--- src/rtl/vlan_pkg.sv ---
package vlan_pkg;
  localparam int VID_W = 13;
  localparam int FID_W = 8;

  typedef enum logic [2:0] {
    OP_NONE  = 3'd0,
    OP_FLUSH = 3'd1,
    OP_LOAD  = 3'd3,
    OP_NEXT  = 3'd4,
    OP_VIOL  = 3'd7
  } vop_e;

  localparam logic [2:0] A_OP   = 3'd0;
  localparam logic [2:0] A_VID  = 3'd1;
  localparam logic [2:0] A_DAT0 = 3'd2;

  // VID register image: bit 13 = VID[12], bit 12 = valid, 11:0 = VID[11:0]
  function automatic logic [15:0] vidreg_image(input logic [VID_W-1:0] v, input logic val);
    return {2'b00, v[12], val, v[11:0]};
  endfunction

  function automatic logic [FID_W-1:0] fid_from_fields(input logic [3:0] hi, input logic [3:0] lo);
    return {hi, lo};
  endfunction
endpackage

--- src/rtl/vlan_entry_store.sv ---
module vlan_entry_store
  import vlan_pkg::*;
#(
  parameter int DEPTH  = 16,
  parameter int NPORTS = 12
) (
  input  logic                      clk,
  input  logic                      rst_n,
  input  logic                      wr_en,
  input  logic [$clog2(DEPTH)-1:0]  wr_idx,
  input  logic                      wr_valid,
  input  logic [VID_W-1:0]          wr_vid,
  input  logic [2*NPORTS-1:0]       wr_tags,
  input  logic [FID_W-1:0]          wr_fid,
  input  logic [$clog2(DEPTH)-1:0]  rd_idx,
  output logic                      rd_valid,
  output logic [VID_W-1:0]          rd_vid,
  output logic [2*NPORTS-1:0]       rd_tags,
  output logic [FID_W-1:0]          rd_fid,
  input  logic [VID_W-1:0]          lk_vid,
  input  logic [$clog2(NPORTS)-1:0] lk_port,
  output logic                      lk_hit,
  output logic [1:0]                lk_tag,
  output logic [DEPTH-1:0]          valid_vec
);
  localparam int TAG_W = 2 * NPORTS;

  logic [VID_W-1:0] ent_vid  [DEPTH];
  logic [TAG_W-1:0] ent_tags [DEPTH];
  logic [FID_W-1:0] ent_fid  [DEPTH];
  logic [DEPTH-1:0] match_vec;
  logic [TAG_W-1:0] hit_tags;
  logic [TAG_W-1:0] hit_shift;

  always_ff @(posedge clk or negedge rst_n) begin
    if (!rst_n)     valid_vec <= '0;
    else if (wr_en) valid_vec[wr_idx] <= wr_valid;
  end

  always_ff @(posedge clk) begin
    if (wr_en && wr_valid) begin
      ent_vid[wr_idx]  <= wr_vid;
      ent_tags[wr_idx] <= wr_tags;
      ent_fid[wr_idx]  <= wr_fid;
    end
  end

  assign rd_valid = valid_vec[rd_idx];
  assign rd_vid   = ent_vid[rd_idx];
  assign rd_tags  = ent_tags[rd_idx];
  assign rd_fid   = ent_fid[rd_idx];

  for (genvar g = 0; g < DEPTH; g++) begin : g_cmp
    assign match_vec[g] = valid_vec[g] && (ent_vid[g] == lk_vid);
  end

  always_comb begin
    lk_hit   = 1'b0;
    hit_tags = '0;
    for (int i = 0; i < DEPTH; i++) begin
      if (match_vec[i]) begin
        lk_hit   = 1'b1;
        hit_tags = ent_tags[i];
      end
    end
  end

  assign hit_shift = hit_tags >> {lk_port, 1'b0};
  assign lk_tag    = (int'(lk_port) < NPORTS) ? hit_shift[1:0] : 2'b11;
endmodule

--- src/rtl/vlan_cmd_engine.sv ---
module vlan_cmd_engine
  import vlan_pkg::*;
#(
  parameter int DEPTH  = 16,
  parameter int NPORTS = 12
) (
  input  logic                     clk,
  input  logic                     rst_n,
  input  logic                     start,
  input  logic [2:0]               start_op,
  input  logic [VID_W-1:0]         key_vid,
  input  logic                     key_valid,
  input  logic [2*NPORTS-1:0]      key_tags,
  input  logic [FID_W-1:0]         key_fid,
  output logic [$clog2(DEPTH)-1:0] rd_idx,
  input  logic                     rd_valid,
  input  logic [VID_W-1:0]         rd_vid,
  input  logic [2*NPORTS-1:0]      rd_tags,
  input  logic [FID_W-1:0]         rd_fid,
  output logic                     wr_en,
  output logic [$clog2(DEPTH)-1:0] wr_idx,
  output logic                     wr_valid,
  output logic [VID_W-1:0]         wr_vid,
  output logic [2*NPORTS-1:0]      wr_tags,
  output logic [FID_W-1:0]         wr_fid,
  output logic                     busy,
  output logic                     done,
  output logic [2:0]               done_op,
  output logic                     full_set,
  output logic                     res_found,
  output logic [VID_W-1:0]         res_vid,
  output logic [2*NPORTS-1:0]      res_tags,
  output logic [FID_W-1:0]         res_fid
);
  localparam int IDX_W = $clog2(DEPTH);
  localparam int TAG_W = 2 * NPORTS;
  localparam logic [IDX_W-1:0] LAST = IDX_W'(DEPTH - 1);

  typedef enum logic [1:0] {S_IDLE, S_SCAN, S_DONE} st_e;

  st_e              st;
  logic [IDX_W-1:0] idx;
  logic [2:0]       op_q;
  logic [VID_W-1:0] key_vid_q;
  logic             key_valid_q;
  logic [TAG_W-1:0] key_tags_q;
  logic [FID_W-1:0] key_fid_q;
  logic             free_seen;
  logic [IDX_W-1:0] free_idx;
  logic             best_found;
  logic [VID_W-1:0] best_vid;
  logic [TAG_W-1:0] best_tags;
  logic [FID_W-1:0] best_fid;

  logic last, hit_key, wrap, cand, free_any, scan_end, scanning;
  logic [IDX_W-1:0] free_pick;

  assign scanning  = (st == S_SCAN);
  assign last      = (idx == LAST);
  assign hit_key   = rd_valid && (rd_vid == key_vid_q);
  assign wrap      = (key_vid_q == '1);
  assign cand      = rd_valid && (wrap || rd_vid > key_vid_q) &&
                     (!best_found || rd_vid < best_vid);
  assign free_any  = free_seen || !rd_valid;
  assign free_pick = free_seen ? free_idx : idx;
  assign scan_end  = last || (op_q == OP_LOAD && hit_key);

  always_comb begin
    wr_en    = 1'b0;
    wr_idx   = idx;
    wr_valid = key_valid_q;
    wr_vid   = key_vid_q;
    wr_tags  = key_tags_q;
    wr_fid   = key_fid_q;
    full_set = 1'b0;
    if (scanning) begin
      if (op_q == OP_FLUSH) begin
        wr_en    = 1'b1;
        wr_valid = 1'b0;
      end else if (op_q == OP_LOAD) begin
        if (hit_key) begin
          wr_en = 1'b1;
        end else if (last && key_valid_q) begin
          if (free_any) begin
            wr_en  = 1'b1;
            wr_idx = free_pick;
          end else begin
            full_set = 1'b1;
          end
        end
      end
    end
  end

  always_ff @(posedge clk or negedge rst_n) begin
    if (!rst_n) begin
      st          <= S_IDLE;
      idx         <= '0;
      op_q        <= OP_NONE;
      key_vid_q   <= '0;
      key_valid_q <= 1'b0;
      key_tags_q  <= '0;
      key_fid_q   <= '0;
      free_seen   <= 1'b0;
      free_idx    <= '0;
      best_found  <= 1'b0;
      best_vid    <= '0;
      best_tags   <= '0;
      best_fid    <= '0;
    end else begin
      case (st)
        S_IDLE: if (start) begin
          op_q        <= start_op;
          key_vid_q   <= key_vid;
          key_valid_q <= key_valid;
          key_tags_q  <= key_tags;
          key_fid_q   <= key_fid;
          idx         <= '0;
          free_seen   <= 1'b0;
          best_found  <= 1'b0;
          st <= (start_op == OP_FLUSH || start_op == OP_LOAD || start_op == OP_NEXT)
                ? S_SCAN : S_DONE;
        end
        S_SCAN: begin
          if (op_q == OP_NEXT && cand) begin
            best_found <= 1'b1;
            best_vid   <= rd_vid;
            best_tags  <= rd_tags;
            best_fid   <= rd_fid;
          end
          if (op_q == OP_LOAD && !rd_valid && !free_seen) begin
            free_seen <= 1'b1;
            free_idx  <= idx;
          end
          if (scan_end) st <= S_DONE;
          else          idx <= idx + 1'b1;
        end
        default: st <= S_IDLE;
      endcase
    end
  end

  assign rd_idx    = idx;
  assign busy      = (st != S_IDLE);
  assign done      = (st == S_DONE);
  assign done_op   = op_q;
  assign res_found = best_found;
  assign res_vid   = best_vid;
  assign res_tags  = best_tags;
  assign res_fid   = best_fid;
endmodule

--- src/rtl/vlan_viol_capture.sv ---
module vlan_viol_capture
  import vlan_pkg::*;
#(
  parameter int PORT_W = 4
) (
  input  logic              clk,
  input  logic              rst_n,
  input  logic              lk_valid,
  input  logic [VID_W-1:0]  lk_vid,
  input  logic [PORT_W-1:0] lk_port,
  input  logic              lk_hit,
  input  logic [1:0]        lk_tag,
  input  logic              clear,
  output logic              pend,
  output logic              rec_member,
  output logic [PORT_W-1:0] rec_port,
  output logic [VID_W-1:0]  rec_vid,
  output logic              viol_event,
  output logic              capture
);
  assign viol_event = lk_valid && (!lk_hit || lk_tag == 2'b11);
  // a new violation in the clearing cycle is kept, since the old one is being read out
  assign capture    = viol_event && (!pend || clear);

  always_ff @(posedge clk or negedge rst_n) begin
    if (!rst_n) begin
      pend       <= 1'b0;
      rec_member <= 1'b0;
      rec_port   <= '0;
      rec_vid    <= '0;
    end else if (capture) begin
      pend       <= 1'b1;
      rec_member <= lk_hit;
      rec_port   <= lk_port;
      rec_vid    <= lk_vid;
    end else if (clear) begin
      pend <= 1'b0;
    end
  end
endmodule

--- src/rtl/vlan_table_unit.sv ---
module vlan_table_unit
  import vlan_pkg::*;
#(
  parameter int DEPTH  = 16,
  parameter int NPORTS = 12
) (
  input  logic                      clk,
  input  logic                      rst_n,
  input  logic                      reg_wr,
  input  logic [2:0]                reg_addr,
  input  logic [15:0]               reg_wdata,
  output logic [15:0]               reg_rdata,
  input  logic                      lk_valid,
  input  logic [VID_W-1:0]          lk_vid,
  input  logic [$clog2(NPORTS)-1:0] lk_port,
  output logic                      lk_hit,
  output logic [1:0]                lk_tag,
  output logic                      irq
);
  localparam int IDX_W  = $clog2(DEPTH);
  localparam int PORT_W = $clog2(NPORTS);
  localparam int TAG_W  = 2 * NPORTS;
  localparam int NDATA  = (NPORTS + 3) / 4;

  function automatic logic [TAG_W-1:0] tags_of(input logic [NDATA*16-1:0] d);
    tags_of = '0;
    for (int p = 0; p < NPORTS; p++) tags_of[2*p +: 2] = d[16*(p/4) + 4*(p%4) +: 2];
  endfunction

  function automatic logic [NDATA*16-1:0] data_of(input logic [TAG_W-1:0] t);
    data_of = '0;
    for (int p = 0; p < NPORTS; p++) data_of[16*(p/4) + 4*(p%4) +: 2] = t[2*p +: 2];
  endfunction

  logic [2:0]         op_code;
  logic [3:0]         fid_hi, low_nib;
  logic               flag_mem, flag_miss, full_q;
  logic [VID_W-1:0]   vid_q;
  logic               vval_q;
  logic [NDATA*16-1:0] data_q;

  logic               busy, cmd_done, full_set, start, host_ok, viol_clear;
  logic [2:0]         cmd_done_op;
  logic [IDX_W-1:0]   rd_idx, wr_idx;
  logic               rd_valid, wr_en, wr_valid;
  logic [VID_W-1:0]   rd_vid, wr_vid, res_vid;
  logic [TAG_W-1:0]   rd_tags, wr_tags, res_tags;
  logic [FID_W-1:0]   rd_fid, wr_fid, res_fid;
  logic               res_found;
  logic [DEPTH-1:0]   ent_valid_vec;
  logic               pend, rec_member, viol_event, viol_capture;
  logic [PORT_W-1:0]  rec_port;
  logic [VID_W-1:0]   rec_vid;

  assign host_ok    = reg_wr && !busy;
  assign start      = host_ok && reg_addr == A_OP && reg_wdata[15];
  assign viol_clear = cmd_done && cmd_done_op == OP_VIOL;

  vlan_entry_store #(.DEPTH(DEPTH), .NPORTS(NPORTS)) u_store (
    .clk(clk), .rst_n(rst_n),
    .wr_en(wr_en), .wr_idx(wr_idx), .wr_valid(wr_valid), .wr_vid(wr_vid),
    .wr_tags(wr_tags), .wr_fid(wr_fid),
    .rd_idx(rd_idx), .rd_valid(rd_valid), .rd_vid(rd_vid), .rd_tags(rd_tags), .rd_fid(rd_fid),
    .lk_vid(lk_vid), .lk_port(lk_port), .lk_hit(lk_hit), .lk_tag(lk_tag),
    .valid_vec(ent_valid_vec)
  );

  vlan_cmd_engine #(.DEPTH(DEPTH), .NPORTS(NPORTS)) u_engine (
    .clk(clk), .rst_n(rst_n),
    .start(start), .start_op(reg_wdata[14:12]),
    .key_vid(vid_q), .key_valid(vval_q), .key_tags(tags_of(data_q)),
    .key_fid(fid_from_fields(reg_wdata[11:8], reg_wdata[3:0])),
    .rd_idx(rd_idx), .rd_valid(rd_valid), .rd_vid(rd_vid), .rd_tags(rd_tags), .rd_fid(rd_fid),
    .wr_en(wr_en), .wr_idx(wr_idx), .wr_valid(wr_valid), .wr_vid(wr_vid),
    .wr_tags(wr_tags), .wr_fid(wr_fid),
    .busy(busy), .done(cmd_done), .done_op(cmd_done_op), .full_set(full_set),
    .res_found(res_found), .res_vid(res_vid), .res_tags(res_tags), .res_fid(res_fid)
  );

  vlan_viol_capture #(.PORT_W(PORT_W)) u_viol (
    .clk(clk), .rst_n(rst_n),
    .lk_valid(lk_valid), .lk_vid(lk_vid), .lk_port(lk_port),
    .lk_hit(lk_hit), .lk_tag(lk_tag), .clear(viol_clear),
    .pend(pend), .rec_member(rec_member), .rec_port(rec_port), .rec_vid(rec_vid),
    .viol_event(viol_event), .capture(viol_capture)
  );

  assign irq = pend;

  always_ff @(posedge clk or negedge rst_n) begin
    if (!rst_n) begin
      op_code   <= '0;
      fid_hi    <= '0;
      low_nib   <= '0;
      flag_mem  <= 1'b0;
      flag_miss <= 1'b0;
      full_q    <= 1'b0;
      vid_q     <= '0;
      vval_q    <= 1'b0;
      data_q    <= '0;
    end else begin
      if (host_ok) begin
        if (reg_addr == A_OP) begin
          op_code   <= reg_wdata[14:12];
          fid_hi    <= reg_wdata[11:8];
          low_nib   <= reg_wdata[3:0];
          flag_mem  <= 1'b0;
          flag_miss <= 1'b0;
        end
        if (reg_addr == A_VID) begin
          vid_q  <= {reg_wdata[13], reg_wdata[11:0]};
          vval_q <= reg_wdata[12];
        end
        for (int r = 0; r < NDATA; r++)
          if (reg_addr == 3'(r + 2)) data_q[16*r +: 16] <= reg_wdata;
      end
      if (full_set) full_q <= 1'b1;
      if (cmd_done) begin
        case (cmd_done_op)
          OP_FLUSH: full_q <= 1'b0;
          OP_NEXT: begin
            if (res_found) begin
              vid_q   <= res_vid;
              vval_q  <= 1'b1;
              data_q  <= data_of(res_tags);
              fid_hi  <= res_fid[7:4];
              low_nib <= res_fid[3:0];
            end else begin
              vval_q <= 1'b0;
            end
          end
          OP_VIOL: begin
            flag_mem  <= pend && rec_member;
            flag_miss <= pend && !rec_member;
            if (pend) begin
              low_nib <= 4'(rec_port);
              vid_q   <= rec_vid;
              vval_q  <= 1'b0;
            end
          end
          default: ;
        endcase
      end
    end
  end

  always_comb begin
    reg_rdata = '0;
    if (reg_addr == A_OP)
      reg_rdata = {busy, op_code, fid_hi, full_q, flag_mem, flag_miss, 1'b0, low_nib};
    else if (reg_addr == A_VID)
      reg_rdata = vidreg_image(vid_q, vval_q);
    for (int r = 0; r < NDATA; r++)
      if (reg_addr == 3'(r + 2)) reg_rdata = data_q[16*r +: 16];
  end
endmodule

--- config.mk ---
export PLATFORM = sky130hd
export DESIGN_NAME = vlan_table_unit
export DESIGN_NICKNAME = d
export VERILOG_FILES = /design/src/rtl/vlan_pkg.sv /design/src/rtl/vlan_entry_store.sv /design/src/rtl/vlan_cmd_engine.sv /design/src/rtl/vlan_viol_capture.sv /design/src/rtl/vlan_table_unit.sv
export SDC_FILE = /design/constraint.sdc
export NUM_CORES = 2
export LEC_CHECK = 0
export CAP_MARGIN = 20
export CORE_ASPECT_RATIO = 1.1
export CORE_MARGIN = 2
export CORE_UTILIZATION = 30
export CTS_BUF_LIST = sky130_fd_sc_hd__clkbuf_4 sky130_fd_sc_hd__clkbuf_8 sky130_fd_sc_hd__clkbuf_16
export CTS_CLUSTER_DIAMETER = 150
export CTS_CLUSTER_SIZE = 14
export DETAILED_ROUTE_END_ITERATION = 6
export DONT_BUFFER_PORTS = 1
export PLACE_DENSITY_LB_ADDON = 0.05
export SLEW_MARGIN = 20
export SYNTH_ARGS = -nofsm -noshare
export SYNTH_HDL_FRONTEND = slang
export SYNTH_SLANG_ARGS = --single-unit
--- constraint.sdc ---
create_clock -name clk -period 7.82 [get_ports clk]
set_input_delay 1.955 -clock clk [delete_from_list [all_inputs] [get_ports clk]]
set_output_delay 1.955 -clock clk [all_outputs]
set_load 0.02 [all_outputs]
Word level (Yosys, flattened, before mapping)

Memories as Yosys holds them, arrays and structs flattened. A register that Yosys moved wholly into a read port is not among the register bits.
Index checks and enable logic that the tools add are counted.

Add/subtract/negate cells: 1
Multipliers: 0
Div/mod/pow operators: 0
Magnitude comparators: 6
Equality and inequality tests: 38
Shift-type cells: 1
Multiplexer cells: 121
Bitwise operators: 0
Reductions and logical operators: 64

Operator list:

| operator                                            | count |
|---|---|
| two-way mux 24 bit                                  | 16 |
| equality test 13 bit                                | 17 |
| two-way mux 48 bit                                  | 4 |
| two-way mux 16 bit                                  | 7 |
| two-way mux 4 bit                                   | 19 |
| two-way mux 13 bit                                  | 5 |
| two-way mux 1 bit                                   | 55 |
| logical AND 1 bit                                   | 34 |
| case mux 13 bit (2 select lines)                    | 1 |
| right shift 24 x 5 -> 2 bit                         | 1 |
| bitwise mux 16 bit                                  | 1 |
| case mux 4 bit (2 select lines)                     | 2 |
| two-way mux 14 bit                                  | 1 |
| equality test 13 bit, second input constant         | 1 |
| > comparator 13 bit                                 | 1 |
| < comparator 13 bit                                 | 1 |
| equality test 3 x 2 -> 1 bit, second input constant | 4 |
| equality test 3 bit, second input constant          | 4 |
| < comparator 4 x 5 -> 1 bit, second input constant  | 2 |
| AND reduction 2 bit                                 | 5 |
| equality test 3 x 1 -> 1 bit, second input constant | 3 |
| zero test 1 bit                                     | 9 |
| AND reduction 3 bit                                 | 3 |
| logical OR 1 bit                                    | 8 |
| other kinds (16)                                    | 27 |

Register bits: 185
Latch bits: 0
Memory bits (writable): 720
ROM bits: 0
Input bits: 40
Output and inout bits: 20
Word-level logic and storage cells: 259
Memories kept: 3

Memories:

| name             | words | bits a word | read ports | clocked after memory_dff | wr ports | line                   | text |
|---|---|---|---|---|---|---|---|
| u_store.ent_tags | 16    | 24          | 17         | 1                        | 1        | vlan_entry_store.sv:29 | `logic [TAG_W-1:0] ent_tags [DEPTH];` |
| u_store.ent_vid  | 16    | 13          | 17         | 0                        | 1        | vlan_entry_store.sv:28 | `logic [VID_W-1:0] ent_vid [DEPTH];` |
| u_store.ent_fid  | 16    | 8           | 1          | 1                        | 1        | vlan_entry_store.sv:30 | `logic [FID_W-1:0] ent_fid [DEPTH];` |

Logic depth before layout (Yosys ltp)

An unclocked memory read counts as a cell.

Word-level depth: 26
Gate-level depth with buffers: 20
Mapped depth without buffers: 16

Cells and area by module

A second synthesis with hierarchy kept.

Cells, all modules: 3059
Area total of the unflattened synthesis: 44686.6 um2

Modules (own cells, without submodules):

| module            | instances | cells an instance | area an instance (um2) | seq. area each (um2) |
|---|---|---|---|---|
| vlan_entry_store  | 1         | 2062              | 34468.1                | 22021.1 |
| vlan_cmd_engine   | 1         | 448               | 4859.7                 | 2652.5 |
| vlan_table_unit   | 1         | 504               | 4576.9                 | 1901.8 |
| vlan_viol_capture | 1         | 45                | 782.0                  | 475.5 |

Least setup slack after synthesis

OpenSTA, ideal clock, no wires.

Kind: register to register
From: register u_engine.idx[0], in the netlist u_engine.rd_idx[0]
To: memory u_store.ent_fid[3][0] (enable)
Setup time: 448 ps
Data arrival time: 6495 ps
Data required time: 7372 ps
Path slack: 877 ps
Cell stages (with the launch flop): 19
Buffers on the path: 5
Clock period less this slack: 6943 ps
Path through: dfrtp_1 > buf_2 > clkbuf_1 > buf_1 > mux4_2 > mux4_2 > ha_1 > nand4_1 > nor4_1 > a211oi_1 > and3_1 > buf_2 > nand2_1 > a21boi_0 > nand2b_1 > o31a_1 > nand2b_1 > clkbuf_1 > nor2_1

Elaborated cells on any way between the ends: 25
Those cells by class: eq/ne (2); mux (17); reduce/logical (5); memory (1)

RTL lines:

| element                                 | line                   | text |
|---|---|---|
| start, declared                         | vlan_cmd_engine.sv:42  | `logic [IDX_W-1:0] idx;` |
| start signal, assigned                  | vlan_cmd_engine.sv:136 | `else idx <= idx + 1'b1;` |
| memory (16 x 13 bit) *                  | --                     |  |
| via rd_vid[11]                          | vlan_table_unit.sv:46  | `logic [VID_W-1:0] rd_vid, wr_vid, res_vid;` |
| equality test 13 bit *                  | vlan_cmd_engine.sv:60  | `assign hit_key = rd_valid && (rd_vid == key_vid_q);` |
| logical AND 1 bit *                     | vlan_cmd_engine.sv:60  |  |
| two-way mux 1 bit                       | vlan_cmd_engine.sv:81  | `if (hit_key) begin` |
| two-way mux 1 bit                       | vlan_cmd_engine.sv:80  | `end else if (op_q == OP_LOAD) begin` |
| two-way mux 1 bit                       | vlan_cmd_engine.sv:77  | `if (op_q == OP_FLUSH) begin` |
| two-way mux 1 bit                       | vlan_cmd_engine.sv:76  | `if (scanning) begin` |
| logical AND 1 bit                       | vlan_entry_store.sv:41 | `if (wr_en && wr_valid) begin` |
| two-way mux 1 bit                       | vlan_entry_store.sv:41 |  |
| two-way mux 1 bit (not written as such) | vlan_entry_store.sv:44 | `ent_fid[wr_idx] <= wr_fid;` |
| end, declared                           | vlan_entry_store.sv:30 |  |

Mark *: on every way through the listed nets, which the timed path passes. The rest lies on a longest branch. The select of a mux whose other input is x is not followed.

Worst setup path in the final report

From: input port lk_vid[4]
To: output port lk_tag[0]

Word-level cells in the longest chain between the ends: 20
Elaborated cells on any way between the ends: 50
Those cells by class: eq/ne (16); shift (1); mux (17); reduce/logical (16)

RTL lines:

| element                          | line                   | text |
|---|---|---|
| start, declared                  | vlan_table_unit.sv:14  | `input logic [VID_W-1:0] lk_vid,` |
| equality test 13 bit             | vlan_entry_store.sv:54 | `assign match_vec[g] = valid_vec[g] && (ent_vid[g] == lk_vid);` |
| logical AND 1 bit                | vlan_entry_store.sv:54 |  |
| two-way mux 24 bit (15 in a row) | vlan_entry_store.sv:61 | `if (match_vec[i]) begin` |
| two-way mux 24 bit *             | vlan_entry_store.sv:61 |  |
| right shift 24 x 5 -> 2 bit *    | vlan_entry_store.sv:68 | `assign hit_shift = hit_tags >> {lk_port, 1'b0};` |
| two-way mux 2 bit *              | vlan_entry_store.sv:69 | `assign lk_tag = (int'(lk_port) < NPORTS) ? hit_shift[1:0] : 2'b11;` |
| end, declared                    | vlan_table_unit.sv:17  | `output logic [1:0] lk_tag,` |

Every way passes the cells marked *; elsewhere a longest branch is shown, timed or not.

==> results.cfg <==
[status]
status = completed

[route]
num_vias = 28800
routed_wl_mm = 188
avgRoutedWirePerCell_um = 37.7
via_per_inst = 5.77
postRouteAntennaNets = 0
drtIter0Drc = 3594
drtPass1Iterations = 5
drc = 0

[clock_network]
clkLatencyLatePin_ns = 0.72
root_buffer = clkbuf_16
clk_pin_slew_ns = 0.08
max-clock-path-buffers = 3
numCtsBuffers = 76
cts_resized = 2
cts_tree = built
holdBufCountCts = 0
cts_num_sinks = 937
cts_setup_buffers = 0
htree_levels = 3

[setup_path]
end_kind = primary output
worst-path-max-fanout = 17
rrSetupSlack_ns = 1.22
required_ns = 5.87
r2r_start = u_engine.rd_idx[0]
cp-startpoint = lk_vid[4]
crit_type = in -> out
setup.worst_path.start_class = primary input
arrival_ns = 5.75

[worst_hold_path]
hold_path.class = reg -> reg
hold_path.startpoint = u_engine.res_tags[5]

[job]
drv_cap = 0

[timing]
final_hold_viol_count = 0
max_freq_mhz = 130
rsz0062_at_grt = no
period_share = 0.985
finalMaxSlewViolations = 0
hold_slack_ns = 0.487
min_period_ns = 7.70
fin_tns_setup_ns = 0
worst_slew_pin_slew_ns = 1.17
relSlewSlack = 0.221
setup_violations = 0
clock_skew_ns = 0.0517

[yosys]
synthArstFlopShare = 0.232
syn_area_sq_um = 43900
synthTopCellsByArea = edfxtp_1 (49%), dfrtp_1 (12%), mux4_2 (12%), xnor2_1 (2.7%), nand2_1 (2.6%)
synth_top_cell_by_area = edfxtp_1
synth_seq_area_share = 0.616
yosysWarningCount = 0
synth_cell_types = 91
netlist_instances = 2976
ys_ff_latch = 937
synth_top_area_frac = 0.492
synth_nets = 3042
synth-main-ff-cell = edfxtp_1
syn_area_per_cell_sq_um = 14.8
synth_edf_count = 720

[floorplan]
die_h_um = 405
coreArea_sq_um = 146000
die-area_sq_um = 150000
ios = 60
initial_utilization = 0.302
die_w_um = 369
rows = 147

[pwr]
powerDensity_nw_per_um2 = 307
p_leak_nw = 16.8
peakVddDrop_mv = 0.225

[place]
place.gp.congestion = 0.859
port_buffers = 0
place_hpwl_mm = 123

[finish]
drive_gt1_frac = 0.209
fill_cells = 14100
area_growth_pct = 12.3
layout.nets = 3073
regArea_sq_um = 27100
multi_input_area_sq_um = 15900

[global_routing]
grt_antenna_before_repair = 15
grt_pass1_wl_mm = 257
grt_max_degree = 218
grt_use_total = 0.250
grt_pass1_vias = 29000
grt_overflow = 0
[Yosys cell counts, types with 11 or more instances]
cell and n:
a22oi_1 25, a221oi_1 32, clkbuf_1 103, a21o_1 13, mux2_2 59, buf_1 30, o21ai_0 159, edfxtp_1 720
a221o_1 12, ha_1 26, nand4_1 47, mux4_2 230, a211oi_1 15, dfrtp_1 217, nand2b_1 14, and2_1 17
nor2b_1 11, o221ai_1 26, nor4_1 21, nor3_1 36, inv_1 60, nand3_1 35, o22ai_1 21, nor2_1 97
nand2_1 305, buf_2 27, and3_1 13, mux2i_1 67, a21oi_1 73, o21a_1 12, buf_6 25, xnor2_1 137
o211ai_1 20, xor2_1 73
[state kept, by name (all words and copies together), names as in the netlist, 13 cells and up]
register / flops
u_store.ent_tags: 384
u_store.ent_vid: 208
u_store.ent_fid: 128
data_q: 48
u_engine.res_tags: 24
u_engine.wr_tags: 24
u_store.valid_vec: 16
u_engine.res_vid: 13
u_engine.wr_vid: 13
u_viol.rec_vid: 13
vid_q: 13
[metal layers]
metal  track usage  vias to the layer above  wire [um]
met5             0                        -         41
met4        0.0740                        6       5160
met3        0.0401                      257      13400
met2         0.410                     1348      89700
met1         0.341                    15500      79900
li1              -                    11700          -
[per-stage QoR]
| stage | setup WS (ns) | area (sq um) | util | power, mW | std cells |
|---|---|---|---|---|---|
| floorplan | 0.877 | 43900 | - | 9.50 | 2976 |
| global placement | -0.175 | 47000 | 0.323 | 11.3 | 4866 |
| detailed placement | -0.113 | 47000 | 0.323 | 11.3 | 4866 |
| CTS | 0.227 | 49300 | 0.339 | 15.2 | 4984 |
| global route | 0.119 | 49300 | 0.339 | 15.7 | 4985 |
| finish | 0.119 | 49400 | 0.339 | 15.1 | 4988 |
[critical path: stages]
cell and delay, ns:
xnor2_1 0.42, nand4_1 0.26, or4_1 0.97, nand2_4 0.19, nor2_2 0.11, buf_4 0.18, a221oi_1 0.25, o31ai_1 0.20
a2111oi_2 0.73, a32oi_1 0.21, buf_4 0.22
[layout make-up]
| class | instances | area share |
|---|---|---|
| clock buffers | 111 | 0.0439 |
| multi-input cells | 1788 | 0.322 |
| flip-flops and latches | 937 | 0.548 |
| inverters | 60 | 0.00456 |
| well taps | 1937 | 0.0491 |
| repair buffers | 144 | 0.0285 |
| diodes | 4 | 0.000203 |
| clock inverters | 7 | 0.00322 |
[worst paths after layout]
kind | cells after the start | end
worst max-delay path | 11 | lk_tag[0]
worst min-delay path | 2 | data_q[9]
worst max register to register | 17 | u_store.ent_fid[2][2]
worst min register to register | 2 | data_q[9]
max in group asynchronous | 0 | fid_hi[1]
min in group asynchronous | 0 | u_engine.res_vid[11]
[kinds of logic after synthesis]
| family | after synthesis | share of synthesized area |
|---|---|---|
| flops | 937 | 0.616 |
| simple gates | 662 | 0.0738 |
| compound gates | 517 | 0.0804 |
| mux | 373 | 0.154 |
| buf+inv | 251 | 0.0272 |
| xor+xnor | 210 | 0.0419 |
| fa+ha+maj | 26 | 0.00741 |
[cell usage in the layout, fill, tap and decap left out, types with 73 or more instances in the layout]
cell	count
a21oi_1	73
buf_4	118
clkbuf_16	76
dfrtp_1	213
edfxtp_1	720
mux4_2	230
nand2_1	304
nor2_1	81
o21ai_0	157
xnor2_1	137
xor2_1	73
[power breakdown]
part           leakage, nW  switching, mW  internal [mW]
clock network         1.16           1.94           1.95
registers             9.29           1.21           6.27
logic                 6.37           2.03           1.72
No activity file was read; power rests on OpenSTA's default activity.
